===== src/rtl/burst_seq_pkg.sv =====
// Package: shared types for the burst beat address sequencer.
// Assumes: one-bit order select, where 0 selects linear and 1 selects interleaved.
package burst_seq_pkg;

    typedef enum logic {
        ORD_LINEAR     = 1'b0,
        ORD_INTERLEAVE = 1'b1
    } burst_order_e;

endpackage


===== src/rtl/burst_load_ctrl.sv =====
// Module: burst_load_ctrl
// Merges the two active-low load strobes into one load request.
// Holds the captured start address until the next load.
// Assumes: both strobes are synchronous to clk; reset is synchronous and active low.
module burst_load_ctrl #(
    parameter int ADDR_W = 20
) (
    input  logic              clk,
    input  logic              rst_n,
    input  logic              strobe_a_n,
    input  logic              strobe_b_n,
    input  logic [ADDR_W-1:0] addr_in,
    output logic              load,
    output logic [ADDR_W-1:0] base_q
);

    // Load request: either strobe low is enough.
    always_comb begin
        load = (~strobe_a_n) | (~strobe_b_n);
    end

    // Capture the start address on a load edge.
    always_ff @(posedge clk) begin
        if (!rst_n) begin
            base_q <= '0;
        end else if (load) begin
            base_q <= addr_in;
        end
    end

endmodule


===== src/rtl/burst_beat_counter.sv =====
// Module: burst_beat_counter
// Beat index counter. A load clears it; an advance with no load increments it,
// wrapping modulo 2**BEAT_W. Otherwise it holds.
// Assumes: load has priority over advance_n.
module burst_beat_counter #(
    parameter int BEAT_W = 2
) (
    input  logic              clk,
    input  logic              rst_n,
    input  logic              load,
    input  logic              advance_n,
    output logic [BEAT_W-1:0] count_q
);

    // Beat index update: clear on load, step on advance, otherwise hold.
    always_ff @(posedge clk) begin
        if (!rst_n) begin
            count_q <= '0;
        end else if (load) begin
            count_q <= '0;
        end else if (!advance_n) begin
            count_q <= count_q + BEAT_W'(1);
        end
    end

endmodule


===== src/rtl/burst_order_map.sv =====
// Module: burst_order_map
// Purely combinational. Forms the low beat-address bits from the loaded low
// bits and the beat index, using either a wrapping sum or a bitwise XOR.
// Assumes: order_sel is static for the length of a burst.
module burst_order_map
    import burst_seq_pkg::*;
#(
    parameter int BEAT_W = 2
) (
    input  logic              order_sel,
    input  logic [BEAT_W-1:0] base_lo,
    input  logic [BEAT_W-1:0] count,
    output logic [BEAT_W-1:0] lo_out
);

    logic [BEAT_W-1:0] lin_lo;
    logic [BEAT_W-1:0] ilv_lo;

    // Linear order: sum that wraps inside the burst window.
    always_comb begin
        lin_lo = base_lo + count;
    end

    // Interleaved order: one XOR per address bit.
    for (genvar gi = 0; gi < BEAT_W; gi++) begin : g_ilv_bit
        assign ilv_lo[gi] = base_lo[gi] ^ count[gi];
    end

    // Pick the order requested by order_sel.
    always_comb begin
        if (burst_order_e'(order_sel) == ORD_INTERLEAVE) begin
            lo_out = ilv_lo;
        end else begin
            lo_out = lin_lo;
        end
    end

endmodule


===== src/rtl/burst_addr_seq.sv =====
// Module: burst_addr_seq (top)
// Burst beat address sequencer. Loads a start address on either strobe and
// steps the low BEAT_W bits through a linear or interleaved sequence on each
// advance. The upper bits are held from the load.
// Assumes: synchronous active-low reset; order_sel is static during a burst.
module burst_addr_seq #(
    parameter int ADDR_W = 20,
    parameter int BEAT_W = 2
) (
    input  logic              clk,
    input  logic              rst_n,
    input  logic [ADDR_W-1:0] addr_in,
    input  logic              strobe_a_n,
    input  logic              strobe_b_n,
    input  logic              advance_n,
    input  logic              order_sel,
    output logic [ADDR_W-1:0] beat_addr,
    output logic [BEAT_W-1:0] beat_num
);

    localparam int HI_W = ADDR_W - BEAT_W;

    logic              load;
    logic [ADDR_W-1:0] base_q;
    logic [BEAT_W-1:0] count_q;
    logic [BEAT_W-1:0] lo_bits;

    burst_load_ctrl #(.ADDR_W(ADDR_W)) u_load (
        .clk        (clk),
        .rst_n      (rst_n),
        .strobe_a_n (strobe_a_n),
        .strobe_b_n (strobe_b_n),
        .addr_in    (addr_in),
        .load       (load),
        .base_q     (base_q)
    );

    burst_beat_counter #(.BEAT_W(BEAT_W)) u_count (
        .clk       (clk),
        .rst_n     (rst_n),
        .load      (load),
        .advance_n (advance_n),
        .count_q   (count_q)
    );

    burst_order_map #(.BEAT_W(BEAT_W)) u_map (
        .order_sel (order_sel),
        .base_lo   (base_q[BEAT_W-1:0]),
        .count     (count_q),
        .lo_out    (lo_bits)
    );

    // Join the held upper bits with the mapped low bits.
    always_comb begin
        beat_addr = {base_q[ADDR_W-1 -: HI_W], lo_bits};
        beat_num  = count_q;
    end

endmodule


===== config.mk =====
export PLATFORM = sky130hd
export DESIGN_NAME = burst_addr_seq
export DESIGN_NICKNAME = d
export VERILOG_FILES = /design/src/rtl/burst_seq_pkg.sv /design/src/rtl/burst_load_ctrl.sv /design/src/rtl/burst_beat_counter.sv /design/src/rtl/burst_order_map.sv /design/src/rtl/burst_addr_seq.sv
export SDC_FILE = /design/constraint.sdc
export NUM_CORES = 1
export LEC_CHECK = 0
export CAP_MARGIN = 0
export CORE_MARGIN = 2
export CORE_UTILIZATION = 37
export CTS_CLUSTER_DIAMETER = 150
export CTS_CLUSTER_SIZE = 16
export DETAILED_ROUTE_END_ITERATION = 6
export PLACE_DENSITY_LB_ADDON = 0.1
export SETUP_SLACK_MARGIN = 0.05
export SLEW_MARGIN = 20
export SYNTH_ARGS = -nofsm -noshare
export SYNTH_HDL_FRONTEND = slang
export SYNTH_SLANG_ARGS = --single-unit

===== constraint.sdc =====
create_clock -name clk -period 0.8 [get_ports clk]
set_input_delay 0.12 -clock clk [delete_from_list [all_inputs] [get_ports clk]]
set_output_delay 0.12 -clock clk [all_outputs]
set_load 0.05 [all_outputs]

==> results of run 1 <==
==> logic make-up (layout without fill, tap and decap cells) <==
| kind of cell | count (synthesis) | count (layout) | share of synthesized area [%] |
|---|---|---|---|
| simple gates | 48 | 48 | 18.2 |
| buf+inv | 24 | 64 | 16.3 |
| flops | 22 | 22 | 41.0 |
| compound gates | 20 | 20 | 21.0 |
| xor+xnor | 3 | 3 | 2.45 |
| fa+ha+maj | 1 | 1 | 1.16 |
==> layout by cell type, fill, tap and decap left out, drive strengths merged, types with 2 or more instances in the layout <==
master         netlist  final
a21boi              20     20
xnor2                3      3
nor2b                2      2
dlygate4sd2          0      2
buf                 22     35
nand2               42     42
clkbuf               2      3
dfxtp               22     22
clkdlybuf4s50        0     23
==> registers in the layout, summed over array words and instances, names as in the netlist <==
| name | flops |
|---|---|
| u_count.count_q | 2 |
| u_load.base_q | 20 |
==> worst max-delay path, stage by stage (launching register included) <==
cell	delay (ns)
sky130_fd_sc_hd__dfxtp_4	0.38
sky130_fd_sc_hd__ha_4	0.12
sky130_fd_sc_hd__nor2b_4	0.18
sky130_fd_sc_hd__xnor2_4	0.14
sky130_fd_sc_hd__buf_12	0.16
==> routing by layer <==
layer	share of wire (%)	vias up	wire length (um)	track usage [%]
li1	-	435	-	-
met1	38	368	838	15.7
met2	55	23	1210	26.1
met3	6.4	2	142	2.90
met4	0.73	0	16	4.98
met5	0	-	0	0
==> worst max path at each step <==
| stage | startpoint | endpoint | depth (start not counted) |
|---|---|---|---|
| floorplan | u_count.count_q[0] | beat_addr[1] | 3 |
| global placement | strobe_a_n | u_load.base_q[17] | 5 |
| detailed placement | strobe_b_n | u_load.base_q[10] | 5 |
| CTS | u_count.count_q[0] | beat_addr[1] | 4 |
| global route | u_count.count_q[0] | beat_addr[1] | 4 |
| finish | u_count.count_q[0] | beat_addr[1] | 4 |
==> cell type report <==
class                      count  area (um^2)
fill                         224          877
timing repair buffer          60          833
multi-input combinational     72          510
sequential                    22          472
tap                           31         38.8
clock buffer                   3         22.5
clock inverter                 1         3.75
==> synth_stat cells <==
cell and number:
sky130_fd_sc_hd__and2b_1 1, sky130_fd_sc_hd__buf_4 18, sky130_fd_sc_hd__a21boi_2 20, sky130_fd_sc_hd__nor3_1 1, sky130_fd_sc_hd__nand2_1 42, sky130_fd_sc_hd__and2_4 1
sky130_fd_sc_hd__xnor2_1 3, sky130_fd_sc_hd__clkbuf_1 2, sky130_fd_sc_hd__ha_1 1, sky130_fd_sc_hd__buf_6 2, sky130_fd_sc_hd__dfxtp_1 22, sky130_fd_sc_hd__nor2_1 1
sky130_fd_sc_hd__nor2b_1 2, sky130_fd_sc_hd__buf_2 2
==> timing repair <==
item	CTS	global route
gates resized for setup	26	4
setup endpoints to repair	44	30
buffers inserted	2	3
pin swaps	4	0
==> power by group through the flow <==
stage                     clock network [mW]  registers [mW]  logic [mW]
after CTS                              0.516            1.23       0.891
after detailed placement                   0            1.24       0.878
after floorplan                            0            1.21       0.505
after global placement                     0            1.24       0.866
final                                  0.497            1.23       0.887
after global routing                   0.565            1.24       0.929
==> metrics by stage <==
stage	cell area (um^2)	utilization (%)	cells
after floorplan	1120	-	118
after global placement	1770	64.1	181
after detailed placement	1770	64.1	181
after CTS	1850	67.2	187
after global routing	1880	68.2	189
final	1880	68.2	189
==> impl_results.html, run 1 <==
<table>
<tr><th>Metric</th><th>Value</th></tr>
<tr><th colspan="2">Floorplanning</th></tr>
<tr><td>Die boundary height</td><td>slightly below 60 um</td></tr>
<tr><td>Number of placement rows</td><td>19</td></tr>
<tr><td>Starting utilization of the core area</td><td>approximately 40%</td></tr>
<tr><td>Placeable core region</td><td>approximately 0.0028 mm^2</td></tr>
<tr><td>Number of ports placed on the die boundary</td><td>between 40 and 50</td></tr>
<tr><td>Horizontal die dimension</td><td>roughly 58 um</td></tr>
<tr><td>Area of the die</td><td>~0.0034 mm^2</td></tr>
<tr><th colspan="2">Detailed routing</th></tr>
<tr><td>Total number of vias</td><td>a little over 800</td></tr>
<tr><td>DRT antenna net count</td><td>0</td></tr>
<tr><td>Count of routing violations after the opening detailed-route iteration</td><td>7</td></tr>
<tr><td>Routed length per instance</td><td>roughly 12 um</td></tr>
<tr><td>Drt via density</td><td>~4.4</td></tr>
<tr><td>First-pass iteration count of the detailed router</td><td>2</td></tr>
<tr><td>Final wirelength</td><td>approximately 2200 um</td></tr>
<tr><td>DRC violation count after routing</td><td>0</td></tr>
<tr><th colspan="2">Hold path</th></tr>
<tr><td>Number of instances on the worst hold path</td><td>3</td></tr>
<tr><td>Hold wc startpoint</td><td>addr_in[3]</td></tr>
<tr><td>Hold worst-path end</td><td>u_load.base_q[3]</td></tr>
<tr><td>Min-delay worst type</td><td>in2reg</td></tr>
<tr><th colspan="2">Power</th></tr>
<tr><td>Seq pwr share</td><td>between 40% and 50%</td></tr>
<tr><td>Power share of the combinational group</td><td>approximately 34%</td></tr>
<tr><td>Final Total Pwr</td><td>2.62 mW</td></tr>
<tr><td>Internal Dissipation</td><td>roughly 1.8 mW</td></tr>
<tr><td>Power density over the cells</td><td>approximately 1400 mW/mm^2</td></tr>
<tr><td>Net switching power figure</td><td>~0.78 mW</td></tr>
<tr><td>Net Sw Frac</td><td>29.7%</td></tr>
<tr><td>Largest voltage drop on the vdd net</td><td>between 1 and 1.5 mV</td></tr>
<tr><td>Proportion of power drawn by the clock network</td><td>between 10% and 20%</td></tr>
<tr><td>Leakage power summed over all cells</td><td>between 0.7 and 0.8 nW</td></tr>
<tr><th colspan="2">Timing</th></tr>
<tr><td>RSZ-0062 raised after global routing</td><td>true</td></tr>
<tr><td>Accumulated negative setup slack</td><td>-4.47 ns</td></tr>
<tr><td>Top achievable clock speed</td><td>between 700 and 800 MHz</td></tr>
<tr><td>Final min period</td><td>approximately 1.4 ns</td></tr>
<tr><td>Final number of hold-violating endpoints</td><td>0</td></tr>
<tr><td>Period Utilization, post-route</td><td>172%</td></tr>
<tr><td>Total count of max-transition violations in the final report</td><td>0</td></tr>
<tr><td>Slew @ Worst Pin</td><td>0.273 ns</td></tr>
<tr><td>Number of setup violations in the final report</td><td>24</td></tr>
<tr><td>Skew final</td><td>0.0000576 ns</td></tr>
<tr><td>Slew Limit Headroom</td><td>81.7%</td></tr>
<tr><td>Worst path setup slack after routing</td><td>-0.579 ns</td></tr>
<tr><td>Hold WS</td><td>between 0.3 and 0.4 ns</td></tr>
<tr><th colspan="2">CTS</th></tr>
<tr><td>Buffer depth of the longest clock path</td><td>2</td></tr>
<tr><td>Root buf cell</td><td>sky130_fd_sc_hd__clkbuf_4</td></tr>
<tr><td>Post-CTS Hold Buffers</td><td>0</td></tr>
<tr><td>TritonCTS clock tree</td><td>yes</td></tr>
<tr><td>Maximum level of the CTS H-tree</td><td>1</td></tr>
<tr><td>Count of clock tree sinks</td><td>22</td></tr>
<tr><td>Insertion delay to the later sink of the worst-skew pair</td><td>just under 0.3 ns</td></tr>
<tr><td>Num CTS Buffers</td><td>3</td></tr>
<tr><td>Clock-pin slew on the worst setup and hold paths</td><td>approximately 0.12 ns</td></tr>
<tr><th colspan="2">Worst setup path</th></tr>
<tr><td>Required time of the worst setup path</td><td>roughly 0.7 ns</td></tr>
<tr><td>Category of the worst setup path launch point</td><td>flop</td></tr>
<tr><td>Worst setup path class</td><td>reg2out</td></tr>
<tr><td>Worst R2R Start</td><td>u_count.count_q[0]</td></tr>
<tr><td>Data arrival time of the critical path</td><td>between 1 and 1.5 ns</td></tr>
<tr><td>Kind of end point of the critical path</td><td>output port</td></tr>
<tr><td>Cell depth of the worst flop-to-flop path</td><td>6</td></tr>
<tr><td>Register-to-register setup slack</td><td>-0.38 ns</td></tr>
<tr><td>Critical path fanouts, max</td><td>2</td></tr>
<tr><td>Worst R2R End</td><td>u_count.count_q[1]</td></tr>
<tr><th colspan="2">Yosys</th></tr>
<tr><td>Synth area leader</td><td>sky130_fd_sc_hd__dfxtp_1</td></tr>
<tr><td>Share of the synthesized area in the top cell type</td><td>41.0%</td></tr>
<tr><td>Cell types with the largest area share after synthesis</td><td>sky130_fd_sc_hd__dfxtp_1 41%, sky130_fd_sc_hd__a21boi_2 21%, sky130_fd_sc_hd__nand2_1 15%, sky130_fd_sc_hd__buf_4 13%, sky130_fd_sc_hd__xnor2_1 2.4%</td></tr>
<tr><td>FF+latch count, synth</td><td>22</td></tr>
<tr><td>Sequential element share of the synthesized area</td><td>~41%</td></tr>
<tr><td>Nets in the synthesized netlist</td><td>about 150</td></tr>
<tr><td>Syn Std Cell Area</td><td>0.00107 mm^2</td></tr>
<tr><td>Cell count after synthesis</td><td>around 120</td></tr>
<tr><td>Cell variety after synth</td><td>14</td></tr>
<tr><td>Number of warnings reported in the yosys synthesis log</td><td>0</td></tr>
<tr><td>Post-synthesis average cell area</td><td>9.11 um^2</td></tr>
<tr><th colspan="2">Placement</th></tr>
<tr><td>Worst slack at placement</td><td>-0.396 ns</td></tr>
<tr><td>Number of port buffers</td><td>between 40 and 50</td></tr>
<tr><td>Final HPWL from detailed placement</td><td>~1700 um</td></tr>
<tr><td>Last weighted congestion value of the routability-driven placer</td><td>0.624</td></tr>
<tr><th colspan="2">Global route</th></tr>
<tr><td>Overall track demand over capacity in global routing</td><td>between 10% and 20%</td></tr>
<tr><td>Wire length of the first global-routing pass</td><td>3610 um</td></tr>
<tr><td>Pin count of the biggest net entering global routing</td><td>21</td></tr>
<tr><td>Antenna violations before repair</td><td>0</td></tr>
<tr><td>Remaining global-route overflow</td><td>0</td></tr>
<tr><td>Number of global-route vias before repair</td><td>between 800 and 900</td></tr>
<tr><th colspan="2">Run status</th></tr>
<tr><td>Outcome</td><td>finished with violations</td></tr>
<tr><td>Violated checks</td><td>negative setup slack</td></tr>
<tr><th colspan="2">Layout</th></tr>
<tr><td>Growth of design area from synthesis to finish</td><td>75.0%</td></tr>
<tr><td>ANT cells</td><td>0</td></tr>
<tr><td>Fraction of layout instances using a drive strength above 1</td><td>between 50% and 60%</td></tr>
<tr><td>Fin nets</td><td>186</td></tr>
<tr><th colspan="2">Flow run</th></tr>
<tr><td>Number of violations of the max-capacitance limit</td><td>0</td></tr>
</table>
Power figures use the tool's default switching activity.
==> run 2, diff against run 1 <==
--- a/config.mk
+++ b/config.mk
@@ -8,6 +8,7 @@
 export CAP_MARGIN = 0
 export CORE_MARGIN = 2
 export CORE_UTILIZATION = 37
+export CTS_BUF_LIST = sky130_fd_sc_hd__clkbuf_16
 export CTS_CLUSTER_DIAMETER = 150
 export CTS_CLUSTER_SIZE = 16
 export DETAILED_ROUTE_END_ITERATION = 6
==> run 2 against run 1 <==
Against the previous run: the run still ends with negative setup slack left; combinational power rose by 2%; die area did not move; clock power rose by 120%; largest power group unchanged.
==> impl_results.html, run 2 (synthesized netlist as in run 1, its figures left out) <==
<table>
<tr><th>Metric</th><th>Value</th></tr>
<tr><th colspan="2">Run status</th></tr>
<tr><td>Outcome</td><td>finished with violations</td></tr>
<tr><td>Violated checks</td><td>negative setup slack</td></tr>
<tr><th colspan="2">Placement</th></tr>
<tr><td>Last weighted congestion value of the routability-driven placer</td><td>about 0.62</td></tr>
<tr><td>Number of placed instances, taps included</td><td>roughly 180</td></tr>
<tr><td>Final HPWL from detailed placement</td><td>around 1700 um</td></tr>
<tr><td>Number of port buffers</td><td>47</td></tr>
<tr><td>Worst slack at placement</td><td>-0.396 ns</td></tr>
<tr><th colspan="2">Timing</th></tr>
<tr><td>Period Utilization, post-route</td><td>165%</td></tr>
<tr><td>Number of setup violations in the final report</td><td>24</td></tr>
<tr><td>RSZ-0062 raised after global routing</td><td>true</td></tr>
<tr><td>Total count of max-transition violations in the final report</td><td>0</td></tr>
<tr><td>Final number of hold-violating endpoints</td><td>0</td></tr>
<tr><td>Slew @ Worst Pin</td><td>approximately 0.27 ns</td></tr>
<tr><td>Hold WS</td><td>~0.35 ns</td></tr>
<tr><td>Slew Limit Headroom</td><td>between 80% and 90%</td></tr>
<tr><td>Skew final</td><td>between 0.0001 and 0.00015 ns</td></tr>
<tr><td>Worst path setup slack after routing</td><td>-0.521 ns</td></tr>
<tr><td>Top achievable clock speed</td><td>around 760 MHz</td></tr>
<tr><td>Accumulated negative setup slack</td><td>-2.94 ns</td></tr>
<tr><td>Final min period</td><td>roughly 1.3 ns</td></tr>
<tr><th colspan="2">Detailed routing</th></tr>
<tr><td>Routed length per instance</td><td>between 10 and 15 um</td></tr>
<tr><td>Total met2 wirelength after detailed routing</td><td>1340 um</td></tr>
<tr><td>First-pass iteration count of the detailed router</td><td>2</td></tr>
<tr><td>Uppermost layer routed</td><td>met4</td></tr>
<tr><td>Post-Route M1 WL</td><td>~930 um</td></tr>
<tr><td>Final wirelength</td><td>approximately 2500 um</td></tr>
<tr><td>DRT antenna net count</td><td>0</td></tr>
<tr><td>DRC violation count after routing</td><td>0</td></tr>
<tr><td>Met3 routed wirelength</td><td>around 150 um</td></tr>
<tr><td>Drt via density</td><td>4.43</td></tr>
<tr><td>Count of routing violations after the opening detailed-route iteration</td><td>8</td></tr>
<tr><td>Total number of vias</td><td>841</td></tr>
<tr><th colspan="2">Floorplanning</th></tr>
<tr><td>Starting utilization of the core area</td><td>39.0%</td></tr>
<tr><td>Number of placement rows</td><td>19</td></tr>
<tr><td>Horizontal die dimension</td><td>a little under 60 um</td></tr>
<tr><td>Number of ports placed on the die boundary</td><td>48</td></tr>
<tr><td>Area of the die</td><td>~0.0034 mm^2</td></tr>
<tr><td>Die boundary height</td><td>57.9 um</td></tr>
<tr><td>Placeable core region</td><td>about 0.0028 mm^2</td></tr>
<tr><th colspan="2">CTS</th></tr>
<tr><td>Clock-pin slew on the worst setup and hold paths</td><td>about 0.06 ns</td></tr>
<tr><td>Buffer depth of the longest clock path</td><td>2</td></tr>
<tr><td>Root buf cell</td><td>sky130_fd_sc_hd__clkbuf_16</td></tr>
<tr><td>Post-CTS Hold Buffers</td><td>0</td></tr>
<tr><td>Insertion delay to the later sink of the worst-skew pair</td><td>0.25 ns</td></tr>
<tr><td>TritonCTS clock tree</td><td>yes</td></tr>
<tr><td>Num CTS Buffers</td><td>3</td></tr>
<tr><td>Maximum level of the CTS H-tree</td><td>1</td></tr>
<tr><td>Count of clock tree sinks</td><td>22</td></tr>
<tr><th colspan="2">Layout</th></tr>
<tr><td>Utilization of the core after routing</td><td>70.5%</td></tr>
<tr><td>Most common cell after layout, fill and taps aside</td><td>sky130_fd_sc_hd__nand2_1</td></tr>
<tr><td>Fill cells</td><td>222</td></tr>
<tr><td>Largest registers in the final layout</td><td>u_load.base_q: 20 flops, u_count.count_q: 2 flops</td></tr>
<tr><td>Fin nets</td><td>~190</td></tr>
<tr><td>Commonest non-fill, non-tap cells in the layout</td><td>40 x sky130_fd_sc_hd__nand2_1, 24 x sky130_fd_sc_hd__buf_12, 22 x sky130_fd_sc_hd__clkdlybuf4s50_1, 20 x sky130_fd_sc_hd__a21boi_2, 19 x sky130_fd_sc_hd__dfxtp_2</td></tr>
<tr><td>Number of standard cells in the final layout excluding fillers</td><td>190</td></tr>
<tr><td>Max FFs per register</td><td>20</td></tr>
<tr><td>ANT cells</td><td>0</td></tr>
<tr><td>Growth of design area from synthesis to finish</td><td>80.8%</td></tr>
<tr><td>Fraction of layout instances using a drive strength above 1</td><td>a little under three fifths</td></tr>
<tr><td>Register bank with the most flops</td><td>u_load.base_q</td></tr>
<tr><th colspan="2">Power</th></tr>
<tr><td>Leakage power summed over all cells</td><td>0.785 nW</td></tr>
<tr><td>Power density over the cells</td><td>1650 mW/mm^2</td></tr>
<tr><td>Largest voltage drop on the vdd net</td><td>around 1.5 mV</td></tr>
<tr><th colspan="2">Flow run</th></tr>
<tr><td>Number of violations of the max-capacitance limit</td><td>0</td></tr>
<tr><th colspan="2">Global route</th></tr>
<tr><td>Pin count of the biggest net entering global routing</td><td>21</td></tr>
<tr><td>Antenna violations before repair</td><td>0</td></tr>
<tr><td>Number of global-route vias before repair</td><td>about 860</td></tr>
<tr><td>Wire length of the first global-routing pass</td><td>between 3000 and 4000 um</td></tr>
<tr><td>Remaining global-route overflow</td><td>0</td></tr>
<tr><td>Overall track demand over capacity in global routing</td><td>roughly 15%</td></tr>
<tr><th colspan="2">Worst setup path</th></tr>
<tr><td>Required time of the worst setup path</td><td>just under 0.7 ns</td></tr>
<tr><td>Cell with the largest stage delay on the worst path</td><td>sky130_fd_sc_hd__dfxtp_2</td></tr>
<tr><td>Cell Chain, Critical Path</td><td>ha_4, nor2b_4, xnor2_4, buf_12</td></tr>
<tr><td>Worst setup path class</td><td>reg2out</td></tr>
<tr><td>Kind of end point of the critical path</td><td>output port</td></tr>
<tr><td>Category of the worst setup path launch point</td><td>flop</td></tr>
<tr><td>Cell depth of the worst flop-to-flop path</td><td>5</td></tr>
<tr><td>Data arrival time of the critical path</td><td>1.20 ns</td></tr>
<tr><td>CP peak stage delay</td><td>roughly 0.35 ns</td></tr>
<tr><td>Critical path fanouts, max</td><td>2</td></tr>
<tr><th colspan="2">Hold path</th></tr>
<tr><td>Number of instances on the worst hold path</td><td>3</td></tr>
<tr><td>Min-delay worst type</td><td>in2reg</td></tr>
</table>
## run 2: repair_timing
action,in CTS,in global routing
gates cloned,1,0
endpoints found under the hold margin,0,0
pin swaps,3,2
setup buffers,3,3
endpoints found under the setup margin,44,25
gates resized for setup,30,4
## run 2: stage by stage
step	power, mW	area [um^2]
5_1_grt	3.34	1940
6_report	3.21	1940
4_1_cts	3.23	1930
2_1_floorplan	1.72	1120
3_5_place_dp	2.12	1770
3_3_place_gp	2.11	1770
## run 2: final timing paths
check,from,endpoint,slack (ns)
hold / removal,rst_n,u_count.count_q[0],0.35
setup reg to reg,u_count.count_q[0],u_count.count_q[1],-0.32
hold reg to reg,u_load.base_q[14],u_load.base_q[14],0.48
setup / recovery,u_load.base_q[0],beat_addr[1],-0.52
## run 2: final cells by class
cell class | instances | area (um^2) | area share, %
Multi-Input combinational cell | 72 | 524 | 27.0
Clock buffer | 3 | 75.1 | 3.86
Timing Repair Buffer | 61 | 830 | 42.7
Sequential cell | 22 | 472 | 24.3
Tap cell | 31 | 38.8 | 2.00
Clock inverter | 1 | 3.75 | 0.193
## run 2: metal layers
metal / track usage (%) / vias up
li1: - / 435
met1: 16.9 / 375
met2: 27.6 / 26
met3: 3.57 / 5
met4: 7.97 / 0
met5: 0 / -
## run 2: where the power goes
part / internal, mW / switching (mW) / leakage [nW]
logic: 0.495 / 0.406 / 0.557
registers: 1.17 / 0.0653 / 0.190
clock network: 0.667 / 0.403 / 0.0385
## run 2: worst max-delay path, delay by kind of cell, from the launching register on
kind          cells  cell delay, ns
flops             1            0.35
buf+inv           1            0.16
xor+xnor          1            0.14
simple gates      1            0.18
fa+ha+maj         1            0.12
==> run 3, diff against run 2 <==
--- a/config.mk
+++ b/config.mk
@@ -6,6 +6,7 @@
 export NUM_CORES = 1
 export LEC_CHECK = 0
 export CAP_MARGIN = 0
+export CORE_ASPECT_RATIO = 0.8
 export CORE_MARGIN = 2
 export CORE_UTILIZATION = 37
 export CTS_BUF_LIST = sky130_fd_sc_hd__clkbuf_16
==> run 3 against run 2 <==
Against the previous run: the flow still finishes with violations (negative setup slack); cell count up 4.7%; clock-buffer cell count did not move; cell area up 5.2%; first-iteration DRC count grew to 3.5 times the previous value; flip-flop and latch count is the same; global-route usage grew 0.87 points; via count increased by 4.3%; critical path type unchanged; largest cell class unchanged.
==> impl_results.html, run 3 (synthesized netlist as in run 1, its figures left out) <==
<table>
<tr><th>Metric</th><th>Value</th></tr>
<tr><th colspan="2">Timing</th></tr>
<tr><td>Final min period</td><td>between 1 and 1.5 ns</td></tr>
<tr><td>Worst path setup slack after routing</td><td>-0.508 ns</td></tr>
<tr><td>Skew final</td><td>about 0.000029 ns</td></tr>
<tr><td>Slew Limit Headroom</td><td>between 80% and 90%</td></tr>
<tr><td>Slew @ Worst Pin</td><td>~0.22 ns</td></tr>
<tr><td>Top achievable clock speed</td><td>764 MHz</td></tr>
<tr><td>Final number of hold-violating endpoints</td><td>0</td></tr>
<tr><td>RSZ-0062 raised after global routing</td><td>true</td></tr>
<tr><td>Total count of max-transition violations in the final report</td><td>0</td></tr>
<tr><td>Period Utilization, post-route</td><td>164%</td></tr>
<tr><td>Number of setup violations in the final report</td><td>24</td></tr>
<tr><th colspan="2">Global route</th></tr>
<tr><td>Remaining global-route overflow</td><td>0</td></tr>
<tr><td>Antenna violations before repair</td><td>0</td></tr>
<tr><td>Number of global-route vias before repair</td><td>just under 900</td></tr>
<tr><td>Pin count of the biggest net entering global routing</td><td>21</td></tr>
<tr><td>Overall track demand over capacity in global routing</td><td>16.3%</td></tr>
<tr><td>Wire length of the first global-routing pass</td><td>between 3000 and 4000 um</td></tr>
<tr><th colspan="2">Run status</th></tr>
<tr><td>Violated checks</td><td>negative setup slack</td></tr>
<tr><td>Outcome</td><td>finished with violations</td></tr>
<tr><th colspan="2">Layout</th></tr>
<tr><td>Max FFs per register</td><td>20</td></tr>
<tr><td>Register bank with the most flops</td><td>u_load.base_q</td></tr>
<tr><td>Utilization of the core after routing</td><td>73.9%</td></tr>
<tr><td>Largest registers in the final layout</td><td>u_load.base_q: 20 flops, u_count.count_q: 2 flops</td></tr>
<tr><td>Most common cell after layout, fill and taps aside</td><td>sky130_fd_sc_hd__nand2_1</td></tr>
<tr><td>Commonest non-fill, non-tap cells in the layout</td><td>37 x sky130_fd_sc_hd__nand2_1, 26 x sky130_fd_sc_hd__buf_12, 22 x sky130_fd_sc_hd__clkdlybuf4s50_1, 20 x sky130_fd_sc_hd__a21boi_2, 17 x sky130_fd_sc_hd__dfxtp_2</td></tr>
<tr><td>Fraction of layout instances using a drive strength above 1</td><td>57.8%</td></tr>
<tr><td>Growth of design area from synthesis to finish</td><td>90.1%</td></tr>
<tr><td>Cell area after layout</td><td>0.00204 mm^2</td></tr>
<tr><td>Fin nets</td><td>189</td></tr>
<tr><td>ANT cells</td><td>0</td></tr>
<tr><th colspan="2">Worst setup path</th></tr>
<tr><td>Cell Chain, Critical Path</td><td>ha_4, nor2b_4, xnor2_4, buf_12</td></tr>
<tr><td>Worst R2R End</td><td>u_count.count_q[1]</td></tr>
<tr><td>Critical path endpoint</td><td>beat_addr[1]</td></tr>
<tr><td>Cell depth of the worst flop-to-flop path</td><td>6</td></tr>
<tr><td>Data arrival time of the critical path</td><td>1.19 ns</td></tr>
<tr><td>Cell with the largest stage delay on the worst path</td><td>sky130_fd_sc_hd__dfxtp_4</td></tr>
<tr><td>Worst setup path class</td><td>reg2out</td></tr>
<tr><td>Kind of end point of the critical path</td><td>output port</td></tr>
<tr><td>CP peak stage delay</td><td>between 0.3 and 0.4 ns</td></tr>
<tr><td>Register-to-register setup slack</td><td>-0.40 ns</td></tr>
<tr><td>Critical path fanouts, max</td><td>2</td></tr>
<tr><td>Crit path launch</td><td>u_count.count_q[0]</td></tr>
<tr><td>Category of the worst setup path launch point</td><td>flop</td></tr>
<tr><td>Required time of the worst setup path</td><td>0.68 ns</td></tr>
<tr><td>Worst R2R Start</td><td>u_count.count_q[0]</td></tr>
<tr><th colspan="2">Detailed routing</th></tr>
<tr><td>Final wirelength</td><td>between 2000 and 2500 um</td></tr>
<tr><td>Routed length per instance</td><td>12.2 um</td></tr>
<tr><td>DRT antenna net count</td><td>0</td></tr>
<tr><td>Count of routing violations after the opening detailed-route iteration</td><td>28</td></tr>
<tr><td>DRC violation count after routing</td><td>0</td></tr>
<tr><td>Total number of vias</td><td>877</td></tr>
<tr><td>Drt via density</td><td>between 4 and 5</td></tr>
<tr><td>First-pass iteration count of the detailed router</td><td>4</td></tr>
<tr><th colspan="2">Placement</th></tr>
<tr><td>Number of port buffers</td><td>47</td></tr>
<tr><td>Area after detailed placement</td><td>approximately 0.0018 mm^2</td></tr>
<tr><td>Final HPWL from detailed placement</td><td>approximately 1700 um</td></tr>
<tr><td>Last weighted congestion value of the routability-driven placer</td><td>between 0.6 and 0.7</td></tr>
<tr><th colspan="2">Floorplanning</th></tr>
<tr><td>Area of the die</td><td>0.00335 mm^2</td></tr>
<tr><td>Placeable core region</td><td>approximately 0.0028 mm^2</td></tr>
<tr><td>Number of ports placed on the die boundary</td><td>48</td></tr>
<tr><td>Number of placement rows</td><td>17</td></tr>
<tr><td>Starting utilization of the core area</td><td>between 30% and 40%</td></tr>
<tr><td>Horizontal die dimension</td><td>around 64 um</td></tr>
<tr><td>Die boundary height</td><td>around 52 um</td></tr>
<tr><th colspan="2">CTS</th></tr>
<tr><td>Count of clock tree sinks</td><td>22</td></tr>
<tr><td>Maximum level of the CTS H-tree</td><td>1</td></tr>
<tr><td>Post-CTS Hold Buffers</td><td>0</td></tr>
<tr><td>Insertion delay to the later sink of the worst-skew pair</td><td>about 0.25 ns</td></tr>
<tr><td>Clock-pin slew on the worst setup and hold paths</td><td>roughly 0.060 ns</td></tr>
<tr><td>Num CTS Buffers</td><td>3</td></tr>
<tr><td>Buffer depth of the longest clock path</td><td>2</td></tr>
<tr><td>TritonCTS clock tree</td><td>yes</td></tr>
<tr><td>Root buf cell</td><td>sky130_fd_sc_hd__clkbuf_16</td></tr>
<tr><th colspan="2">Power</th></tr>
<tr><td>Leakage power summed over all cells</td><td>0.833 nW</td></tr>
<tr><td>Power density over the cells</td><td>roughly 1600 mW/mm^2</td></tr>
<tr><td>Largest voltage drop on the vdd net</td><td>1.62 mV</td></tr>
<tr><th colspan="2">Flow run</th></tr>
<tr><td>Number of violations of the max-capacitance limit</td><td>0</td></tr>
<tr><th colspan="2">Hold path</th></tr>
<tr><td>Min-delay worst type</td><td>in2reg</td></tr>
</table>
run 3: worst min-delay path by stage:
stage | from | end | slack [ns] | cells past startpoint
2_1_floorplan | rst_n | u_count.count_q[1] | 0.25 | 2
3_3_place_gp | u_load.base_q[1] | u_load.base_q[1] | 0.46 | 2
3_5_place_dp | u_load.base_q[1] | u_load.base_q[1] | 0.48 | 2
4_1_cts | rst_n | u_count.count_q[1] | 0.36 | 3
5_1_grt | rst_n | u_count.count_q[1] | 0.37 | 3
6_report | rst_n | u_count.count_q[1] | 0.35 | 3
run 3: repair_timing:
| action | CTS | global route |
|---|---|---|
| endpoints found under the setup margin | 44 | 31 |
| setup buffers | 5 | 3 |
| pin swaps | 5 | 1 |
| cloned | 2 | 0 |
| resized for setup | 38 | 4 |
run 3: worst max-delay path, delay by kind of cell, from the launching register on:
kind,cells,cell delay [ns]
fa+ha+maj,1,0.12
simple gates,1,0.18
flops,1,0.36
buf+inv,1,0.15
xor+xnor,1,0.14
run 3: report_power, final:
part | internal [mW] | total [mW] | switching (mW) | leakage [nW]
clock network | 0.665 | 1.03 | 0.366 | 0.0385
logic | 0.526 | 0.941 | 0.415 | 0.604
registers | 1.17 | 1.24 | 0.0699 | 0.190
total | 2.36 | 3.21 | 0.851 | 0.833
run 3: metrics by stage:
step           setup TNS, ns  std cells  total power [mW]  worst slack [ns]  hold WS (ns)
2_1_floorplan         -0.524        118              1.72            -0.365         0.253
3_3_place_gp           -7.71        186              2.11            -0.351         0.462
3_5_place_dp           -8.16        186              2.12            -0.395         0.476
4_1_cts                -2.93        196              3.23            -0.520         0.360
5_1_grt                -3.77        199              3.35            -0.561         0.374
6_report               -3.12        199              3.21            -0.508         0.353
run 3: routing by layer:
| metal | vias to the layer above | track usage (%) | part of all wire [%] |
|---|---|---|---|
| met5 | - | 0 | 0 |
| met4 | 0 | 4.61 | 0 |
| met3 | 0 | 8.39 | 9.1 |
| met2 | 30 | 29.3 | 51 |
| met1 | 405 | 16.8 | 40 |
| li1 | 442 | - | - |
run 3: area by class of cell:
class	instances	area, um^2
Timing Repair Buffer	63	896
Fill cell	197	722
Multi-Input combinational cell	72	544
Sequential cell	22	477
Clock buffer	3	75.1
Tap cell	38	47.5
Clock inverter	1	3.75
